`src/rtl/fdiv_pkg.sv`:
```
package fdiv_pkg;

    typedef enum logic [1:0] {
        ST_IDLE = 2'd0,
        ST_HIGH = 2'd1,
        ST_LOW  = 2'd2
    } fdiv_state_e;

    // Smallest modulus the counter supports; lower base values are raised to it.
    localparam int MIN_RATIO = 2;

endpackage

```
`src/rtl/fdiv_ratio_reg.sv`:
```
module fdiv_ratio_reg
    import fdiv_pkg::*;
#(
    parameter int RATIO_W = 4
) (
    input  logic               clk,
    input  logic               rst,
    input  logic               load,
    input  logic [RATIO_W-1:0] base,
    input  logic               sel,
    output logic [RATIO_W:0]   term_cnt,
    output logic [RATIO_W:0]   high_last
);

    localparam int CNT_W = RATIO_W + 1;

    logic [CNT_W-1:0] base_eff;
    logic [CNT_W-1:0] ratio_nxt;

    // Effective modulus for the period that starts on this edge.
    always_comb begin
        base_eff = CNT_W'(base);
        if (base_eff < CNT_W'(MIN_RATIO)) begin
            base_eff = CNT_W'(MIN_RATIO);
        end
        ratio_nxt = base_eff + CNT_W'(sel);
    end

    // Terminal values are captured only at a period boundary.
    always_ff @(posedge clk) begin
        if (rst) begin
            term_cnt  <= CNT_W'(MIN_RATIO - 1);
            high_last <= '0;
        end else if (load) begin
            term_cnt  <= ratio_nxt - CNT_W'(1);
            high_last <= (ratio_nxt >> 1) - CNT_W'(1);
        end
    end

endmodule

```
`src/rtl/fdiv_counter.sv`:
```
module fdiv_counter #(
    parameter int CNT_W = 5
) (
    input  logic             clk,
    input  logic             rst,
    input  logic             restart,
    output logic [CNT_W-1:0] cnt
);

    // Index of the current input cycle within the output period.
    always_ff @(posedge clk) begin
        if (rst) begin
            cnt <= '0;
        end else if (restart) begin
            cnt <= '0;
        end else begin
            cnt <= cnt + CNT_W'(1);
        end
    end

endmodule

```
`src/rtl/fdiv_fsm.sv`:
```
module fdiv_fsm
    import fdiv_pkg::*;
#(
    parameter int CNT_W = 5
) (
    input  logic             clk,
    input  logic             rst,
    input  logic [CNT_W-1:0] cnt,
    input  logic [CNT_W-1:0] term_cnt,
    input  logic [CNT_W-1:0] high_last,
    output logic             period_start,
    output logic             clk_div,
    output logic             req
);

    fdiv_state_e state_q;
    fdiv_state_e state_d;

    // Next-state and period-start decode.
    always_comb begin
        state_d      = state_q;
        period_start = 1'b0;
        unique case (state_q)
            ST_IDLE: begin
                // T_RELEASE
                state_d      = ST_HIGH;
                period_start = 1'b1;
            end
            ST_HIGH: begin
                // T_HIGH_DONE
                if (cnt == high_last) begin
                    state_d = ST_LOW;
                end
            end
            ST_LOW: begin
                // T_WRAP
                if (cnt == term_cnt) begin
                    state_d      = ST_HIGH;
                    period_start = 1'b1;
                end
            end
            default: begin
                state_d = ST_IDLE;
            end
        endcase
    end

    // State register.
    always_ff @(posedge clk) begin
        if (rst) begin
            state_q <= ST_IDLE;
        end else begin
            state_q <= state_d;
        end
    end

    // Outputs decoded from registered state only.
    always_comb begin
        clk_div = 1'b0;
        req     = 1'b0;
        unique case (state_q)
            ST_IDLE: begin
                clk_div = 1'b0;
                req     = 1'b0;
            end
            ST_HIGH: begin
                clk_div = 1'b1;
                req     = (cnt == '0);
            end
            ST_LOW: begin
                clk_div = 1'b0;
                req     = 1'b0;
            end
            default: begin
                clk_div = 1'b0;
                req     = 1'b0;
            end
        endcase
    end

endmodule

```
`src/rtl/dmod_frac_divider.sv`:
```
module dmod_frac_divider
    import fdiv_pkg::*;
#(
    parameter int RATIO_W = 4
) (
    input  logic               clk_in,
    input  logic               rst,
    input  logic [RATIO_W-1:0] base_ratio,
    input  logic               mod_sel,
    output logic               clk_div,
    output logic               next_req
);

    localparam int CNT_W = RATIO_W + 1;

    logic             period_start;
    logic [CNT_W-1:0] cnt;
    logic [CNT_W-1:0] term_cnt;
    logic [CNT_W-1:0] high_last;

    fdiv_ratio_reg #(
        .RATIO_W (RATIO_W)
    ) u_ratio (
        .clk       (clk_in),
        .rst       (rst),
        .load      (period_start),
        .base      (base_ratio),
        .sel       (mod_sel),
        .term_cnt  (term_cnt),
        .high_last (high_last)
    );

    fdiv_counter #(
        .CNT_W (CNT_W)
    ) u_count (
        .clk     (clk_in),
        .rst     (rst),
        .restart (period_start),
        .cnt     (cnt)
    );

    fdiv_fsm #(
        .CNT_W (CNT_W)
    ) u_fsm (
        .clk          (clk_in),
        .rst          (rst),
        .cnt          (cnt),
        .term_cnt     (term_cnt),
        .high_last    (high_last),
        .period_start (period_start),
        .clk_div      (clk_div),
        .req          (next_req)
    );

endmodule

```
`config.mk`:
```
export PLATFORM = sky130hd
export DESIGN_NAME = dmod_frac_divider
export DESIGN_NICKNAME = d
export VERILOG_FILES = /design/src/rtl/fdiv_pkg.sv /design/src/rtl/fdiv_ratio_reg.sv /design/src/rtl/fdiv_counter.sv /design/src/rtl/fdiv_fsm.sv /design/src/rtl/dmod_frac_divider.sv
export SDC_FILE = /design/constraint.sdc
export NUM_CORES = 1
export LEC_CHECK = 0
export ABC_AREA = 1
export BUFFER_PORTS_ARGS = -buffer_cell sky130_fd_sc_hd__clkbuf_2
export CORE_ASPECT_RATIO = 1.75
export CORE_MARGIN = 1
export CORE_UTILIZATION = 40
export CTS_CLUSTER_DIAMETER = 40
export CTS_CLUSTER_SIZE = 20
export DETAILED_ROUTE_END_ITERATION = 6
export GPL_ROUTABILITY_DRIVEN = 0
export GPL_TIMING_DRIVEN = 0
export PLACE_DENSITY_LB_ADDON = 0.2
export SETUP_SLACK_MARGIN = 0.2
export SLEW_MARGIN = 20
export SYNTH_ARGS = -nofsm -noshare
export SYNTH_HDL_FRONTEND = slang
export SYNTH_SLANG_ARGS = --single-unit
```
`constraint.sdc`:
```
create_clock -name clk_in -period 2 [get_ports clk_in]
set_input_delay 0.2 -clock clk_in [delete_from_list [all_inputs] [get_ports clk_in]]
set_output_delay 0.2 -clock clk_in [all_outputs]
set_load 0.01 [all_outputs]
```
==> results.sh, run 1 <==
export IMPL_end_kind="flop"
export IMPL_grt_pass1_vias=968
export IMPL_use_met1_pct=16.2
export IMPL_rsz0062_at_grt="false"
export IMPL_use_met3_pct=2.30
export IMPL_syn_instance_count=174
export IMPL_rrSetupSlack_ns=0.57
export IMPL_required_ns=2.15
export IMPL_multi_input_area_um2=633
export IMPL_worstRegToRegCells=10
export IMPL_cts_buffers_inserted=3
export IMPL_fin_skew_ns=0.00276
export IMPL_die_x_um=41.5
export IMPL_synth_warnings=0
export IMPL_crit_start="base_ratio[2]"
export IMPL_cts_sinks=17
export IMPL_fillerInstances=281
export IMPL_cp_start_kind="input port"
export IMPL_cts_htree_levels=1
export IMPL_ys_ff_latch=17
export IMPL_tightest_slew_ns=0.407
export IMPL_die_area_mm2=0.00296
export IMPL_ir_drop_v=0.000403
export IMPL_die_h_um=71.2
export IMPL_drc=0
export IMPL_cap_viol_max_count=0
export IMPL_cts_tree="built"
export IMPL_tns_ns=0
export IMPL_r2r_end="u_ratio.high_last[0]"
export IMPL_regArea_um2=340
export IMPL_drtIter0Drc=19
export IMPL_period_share_pct=82.1
export IMPL_drive_gt1_share_pct=15.1
export IMPL_netlist_area_mm2=0.00109
export IMPL_cp_endpoint="u_ratio.term_cnt[3]"
export IMPL_syn_area_per_cell_um2=6.28
export IMPL_clk_latency_ns=0.25
export IMPL_rr_startpoint="u_count.cnt[1]"
export IMPL_top_usage_layer="met2"
export IMPL_final_area_mm2=0.00122
export IMPL_hp_start="rst"
export IMPL_core_area_mm2=0.00255
export IMPL_grt_max_degree=11
export IMPL_slew_headroom_pct=72.9
export IMPL_crit_fanout=5
export IMPL_placed_area_mm2=0.00117
export IMPL_rows=24
export IMPL_synth_cell_types=22
export IMPL_num_vias=1043
export IMPL_outcome="complete, no violations"
export IMPL_io_pin_count=9
export IMPL_nets=199
export IMPL_slew_viol_final=0
export IMPL_areaGrowthSynthToFinish_pct=11.8
export IMPL_hold_slack_ns=0.132
export IMPL_p_per_area_mw_per_mm2=1070
export IMPL_finalCriticalPeriod_ns=1.64
export IMPL_p_total_mw=1.31
export IMPL_antenna_found_initial=0
export IMPL_ant_nets=0
export IMPL_yosysSeqAreaShare_pct=31.1
export IMPL_overflow=0
export IMPL_start_util_pct=42.8
export IMPL_hold_path_class="input port to flop"
export IMPL_vias_per_cell=4.92
export IMPL_fmax_ghz=0.609
export IMPL_first_pass_iters=4
export IMPL_grtUsageMet2_pct=35.1
export IMPL_synth_fp_nets=186
export IMPL_avgRoutedWirePerCell_um=10.7
export IMPL_leakagePower_nw=0.634
export IMPL_cts_root_buffer="clkbuf_8"
export IMPL_grt_pass1_wl_mm=3.97
export IMPL_hold_viol=0
export IMPL_cp_arrival_ns=1.79
export IMPL_wl_mm=2.27
export IMPL_grtUsageTotal_pct=17.4
export IMPL_post_cts_buffers=0
export IMPL_clockBufferDepth=2
export IMPL_hpwl_mm=1.87
export IMPL_critical_path_class="input port to flop"
export IMPL_n_antenna_cell=0
export IMPL_path_clk_slew_ns=0.07
export IMPL_portBuffers=8
export IMPL_setup_viol=0
-- metrics by stage --
step,util (%),setup slack (ns),instances
floorplan,-,0.427,174
CTS,47.5,0.260,212
finish,47.9,0.358,212
global route,47.9,0.215,212
global placement,45.7,0.0946,208
detailed placement,45.7,-0.00143,208
-- per-layer routing --
| layer | routed length, µm | vias to the layer above |
|---|---|---|
| met5 | 0 | - |
| met4 | 53 | 0 |
| met3 | 41 | 7 |
| met2 | 1290 | 14 |
| met1 | 880 | 467 |
| li1 | - | 555 |
-- what timing repair did --
| item | 4_1_cts | 5_1_grt |
|---|---|---|
| endpoints found under the setup margin | 0 | 4 |
| resized for setup | 0 | 5 |
| hold buffers | 0 | 0 |
-- state kept, by name (all words and copies together) (netlist names) --
register and count:
u_fsm.state_q 2, u_ratio.high_last 5, u_ratio.term_cnt 5, u_count.cnt 5
-- area by class of cell --
type                            count  share of cell area [%]
Multi-Input combinational cell    126                    51.8
Sequential cell                    17                    27.8
Inverter                           27                    8.29
Clock buffer                        4                    3.68
Timing Repair Buffer                8                    3.28
Tap cell                           26                    2.66
Buffer                              4                    2.46
-- worst min path at each step --
stage | cells past startpoint | slack, ns | to
5_1_grt | 2 | 0.12 | u_fsm.state_q[0]
2_1_floorplan | 1 | 0.26 | u_fsm.state_q[0]
3_5_place_dp | 2 | 0.39 | u_fsm.state_q[0]
6_report | 2 | 0.13 | u_fsm.state_q[0]
3_3_place_gp | 2 | 0.39 | u_fsm.state_q[0]
4_1_cts | 2 | 0.13 | u_fsm.state_q[0]
-- cell usage after synthesis --
library cell | number | area [µm²]
nand2_1 | 50 | 188
nor2_1 | 30 | 113
inv_1 | 23 | 86.3
nand3_1 | 18 | 90.1
dfxtp_1 | 17 | 340
xor2_1 | 6 | 52.6
ha_1 | 5 | 62.6
inv_2 | 4 | 15.0
a21oi_1 | 3 | 15.0
xnor2_1 | 3 | 26.3
buf_4 | 2 | 15.0
nor2_2 | 2 | 12.5
o21ai_0 | 2 | 10.0
a21oi_2 | 1 | 8.76
a31oi_1 | 1 | 6.26
buf_6 | 1 | 11.3
clkbuf_1 | 1 | 3.75
nand2_2 | 1 | 6.26
nand3b_1 | 1 | 7.51
nand4_1 | 1 | 6.26
nand4_2 | 1 | 12.5
nor3_1 | 1 | 5.00
-- cells by family after synthesis --
logic type,after synthesis,share of synthesized area [%]
simple gates,105,40.3
buf+inv,31,12.0
flops,17,31.1
xor+xnor,9,7.21
compound gates,7,3.66
fa+ha+maj,5,5.72
-- cells in the final DEF (no fill, tap or decap), types with 2 or more instances in the layout --
cell      Yosys  routed
a21oi_1       3       2
a21oi_2       1       2
buf_4         2       2
clkbuf_1      1       2
clkbuf_2      0       8
clkbuf_8      0       3
dfxtp_1      17      17
ha_1          5       3
ha_2          0       2
inv_1        23      22
inv_2         4       5
nand2_1      50      49
nand2_2       1       2
nand3_1      18      18
nor2_1       30      30
nor2_2        2       2
o21ai_0       2       2
xnor2_1       3       3
xor2_1        6       6
-- critical path, cell delays in order --
cell and delay, ns:
clkbuf_2 0.12, inv_1 0.07, a31oi_1 0.19, ha_2 0.23, ha_1 0.18, nand2_1 0.11, nand2_2 0.12, ha_2 0.23
nand2_1 0.06, nand2_1 0.05, nand2_1 0.05, nor2_1 0.11, nor2_1 0.05
-- power breakdown --
part / internal (mW) / switching (mW) / leakage [nW] / total [mW]
Clock: 0.141 / 0.119 / 0.0228 / 0.260
Combinational: 0.217 / 0.348 / 0.471 / 0.565
Sequential: 0.424 / 0.0610 / 0.140 / 0.484
(Power assumes the default switching activity.)
==> run 2, diff against run 1 <==
- clock period: 2 -> 1.6 ns (I/O delays scaled with it)
==> run 2 against run 1 <==
Compared with the run above: cell count grew 5.2%; sequential share of layout area fell by 5.3 points; sequential power grew 28%; clock skew hardly changed; total power rose by 52%; global-route usage rose by 0.49 points; non-clock buffer count increased by 11; first-iteration DRC count decreased by 42%; sequential cell count did not move; design area is 27% higher; clock power grew 28%; die area did not move; critical path type is now flop to flop; highest routed layer unchanged.
==> results.sh, run 2 (synthesized netlist as in run 1, its figures left out) <==
export IMPL_cp_arrival_ns=1.51
export IMPL_cap_viol_max_count=0
export IMPL_grt_pass1_vias=1030
export IMPL_grt_max_degree=11
export IMPL_final_area_mm2=0.00155
export IMPL_regArea_um2=349
export IMPL_nets=210
export IMPL_finalCriticalPeriod_ns=1.38
export IMPL_tightest_slew_ns=0.409
export IMPL_drtIter0Drc=11
export IMPL_cts_buffers_inserted=3
export IMPL_fmax_ghz=0.727
export IMPL_rows=24
export IMPL_path_clk_slew_ns=0.07
export IMPL_cell_internal_pwr_mw=1.18
export IMPL_p_sw_share_pct=40.6
export IMPL_p_switching_uw=806
export IMPL_start_util_pct=42.8
export IMPL_slew_headroom_pct=72.7
export IMPL_crit_fanout=5
export IMPL_preCtsSetupSlack_ns=-0.251
export IMPL_hold_buffers=0
export IMPL_die_h_um=71.2
export IMPL_core_area_mm2=0.00255
export IMPL_worst_slack_ns=0.224
export IMPL_antenna_found_initial=0
export IMPL_die_area_mm2=0.00296
export IMPL_wl_mm=2.54
export IMPL_slew_viol_final=0
export IMPL_hold_viol=0
export IMPL_placed_area_mm2=0.00124
export IMPL_p_clk_share_pct=16.7
export IMPL_period_share_pct=86.0
export IMPL_outcome="complete, no violations"
export IMPL_areaGrowthSynthToFinish_pct=41.4
export IMPL_cts_sinks=17
export IMPL_multi_input_area_um2=792
export IMPL_grtUsageTotal_pct=17.9
export IMPL_critical_path_class="flop to flop"
export IMPL_leakagePower_nw=0.739
export IMPL_io_pin_count=9
export IMPL_clockBufferDepth=2
export IMPL_n_antenna_cell=0
export IMPL_end_kind="flop"
export IMPL_final_common_cell="nand2_1"
export IMPL_cp_start_kind="flop"
export IMPL_top_regs="u_count.cnt: 5 flops, u_ratio.high_last: 5 flops, u_ratio.term_cnt: 5 flops"
export IMPL_num_vias=1087
export IMPL_avgRoutedWirePerCell_um=11.4
export IMPL_first_pass_iters=5
export IMPL_p_per_area_mw_per_mm2=1280
export IMPL_grt_pass1_wl_mm=4.12
export IMPL_comb_power_share_pct=52.1
export IMPL_fillerInstances=239
export IMPL_drive_gt1_share_pct=37.1
export IMPL_mostFrequentLayoutCells="nand2_1, nor2_1, inv_1"
export IMPL_vias_per_cell=4.87
export IMPL_portBuffers=8
export IMPL_rsz0062_at_grt="true"
export IMPL_cts_htree_levels=1
export IMPL_ant_nets=0
export IMPL_required_ns=1.73
export IMPL_clk_latency_ns=0.26
export IMPL_tns_ns=0
export IMPL_drc=0
export IMPL_cts_root_buffer="clkbuf_8"
export IMPL_die_x_um=41.5
export IMPL_hpwl_mm=1.87
export IMPL_cts_tree="built"
export IMPL_seqPwrFrac_pct=31.2
export IMPL_ir_drop_v=0.000457
export IMPL_setup_viol=0
export IMPL_hold_path_class="input port to flop"
export IMPL_fin_skew_ns=0.00257
export IMPL_overflow=0
export IMPL_p_total_mw=1.99
[run 2: cell count changes in the layout (fill, tap and decap cells not counted), sizes merged]
cell | before | now
buf | 3 | 17
clkbuf | 13 | 10
[run 2: what timing repair did]
item,in CTS,in global routing
gates cloned,0,1
resized for setup,7,47
setup buffers,1,9
pin swaps,1,13
setup endpoints to repair,11,18
[run 2: metal layers]
layer / GRT usage [%] / up-vias / wire [µm]
met5: 0 / - / 0
met1: 15.3 / 482 / 858
met3: 2.30 / 10 / 57
li1: - / 577 / -
met4: 10.8 / 0 / 104
met2: 36.5 / 18 / 1520
[run 2: layout make-up]
type,instances,area share (%)
Inverter,27,8.01
Timing Repair Buffer,19,10.5
Buffer,4,2.67
Multi-Input combinational cell,126,51.2
Tap cell,26,2.10
Clock buffer,4,2.91
Sequential cell,17,22.6
[run 2: through the flow]
| stage | std cells | utilization (%) | hold WS (ns) |
|---|---|---|---|
| after floorplan | 174 | - | 0.222 |
| after global placement | 208 | 48.5 | 0.343 |
| after detailed placement | 208 | 48.5 | 0.345 |
| after CTS | 213 | 51.7 | 0.0751 |
| after global routing | 223 | 60.6 | 0.0813 |
| final | 223 | 60.6 | 0.0764 |
[run 2: power groups by stage]
stage | combinational, mW | sequential [mW] | clock [mW]
6_report | 1.03 | 0.620 | 0.332
5_1_grt | 1.16 | 0.630 | 0.340
4_1_cts | 0.753 | 0.611 | 0.332
3_5_place_dp | 0.737 | 0.614 | 0
3_3_place_gp | 0.720 | 0.614 | 0
2_1_floorplan | 0.585 | 0.598 | 0
[run 2: worst paths after layout]
check                             from              endpoint  slack (ns)  cells past startpoint
setup / recovery        u_count.cnt[0]   u_ratio.term_cnt[0]        0.22                     10
hold / removal                     rst      u_fsm.state_q[0]        0.08                      2
setup reg to reg        u_count.cnt[0]   u_ratio.term_cnt[0]        0.22                     10
hold reg to reg   u_ratio.high_last[3]  u_ratio.high_last[3]        0.48                      2
[run 2: critical path, cell delays in order (launching register included)]
cell and delay (ns):
dfxtp_4 0.38, inv_2 0.05, nand2_1 0.06, nand2_1 0.08
nor2_4 0.15, nand3_1 0.10, nand2_2 0.09, nand2_4 0.07
clkbuf_16 0.16, nand2_1 0.05, nand3_1 0.05
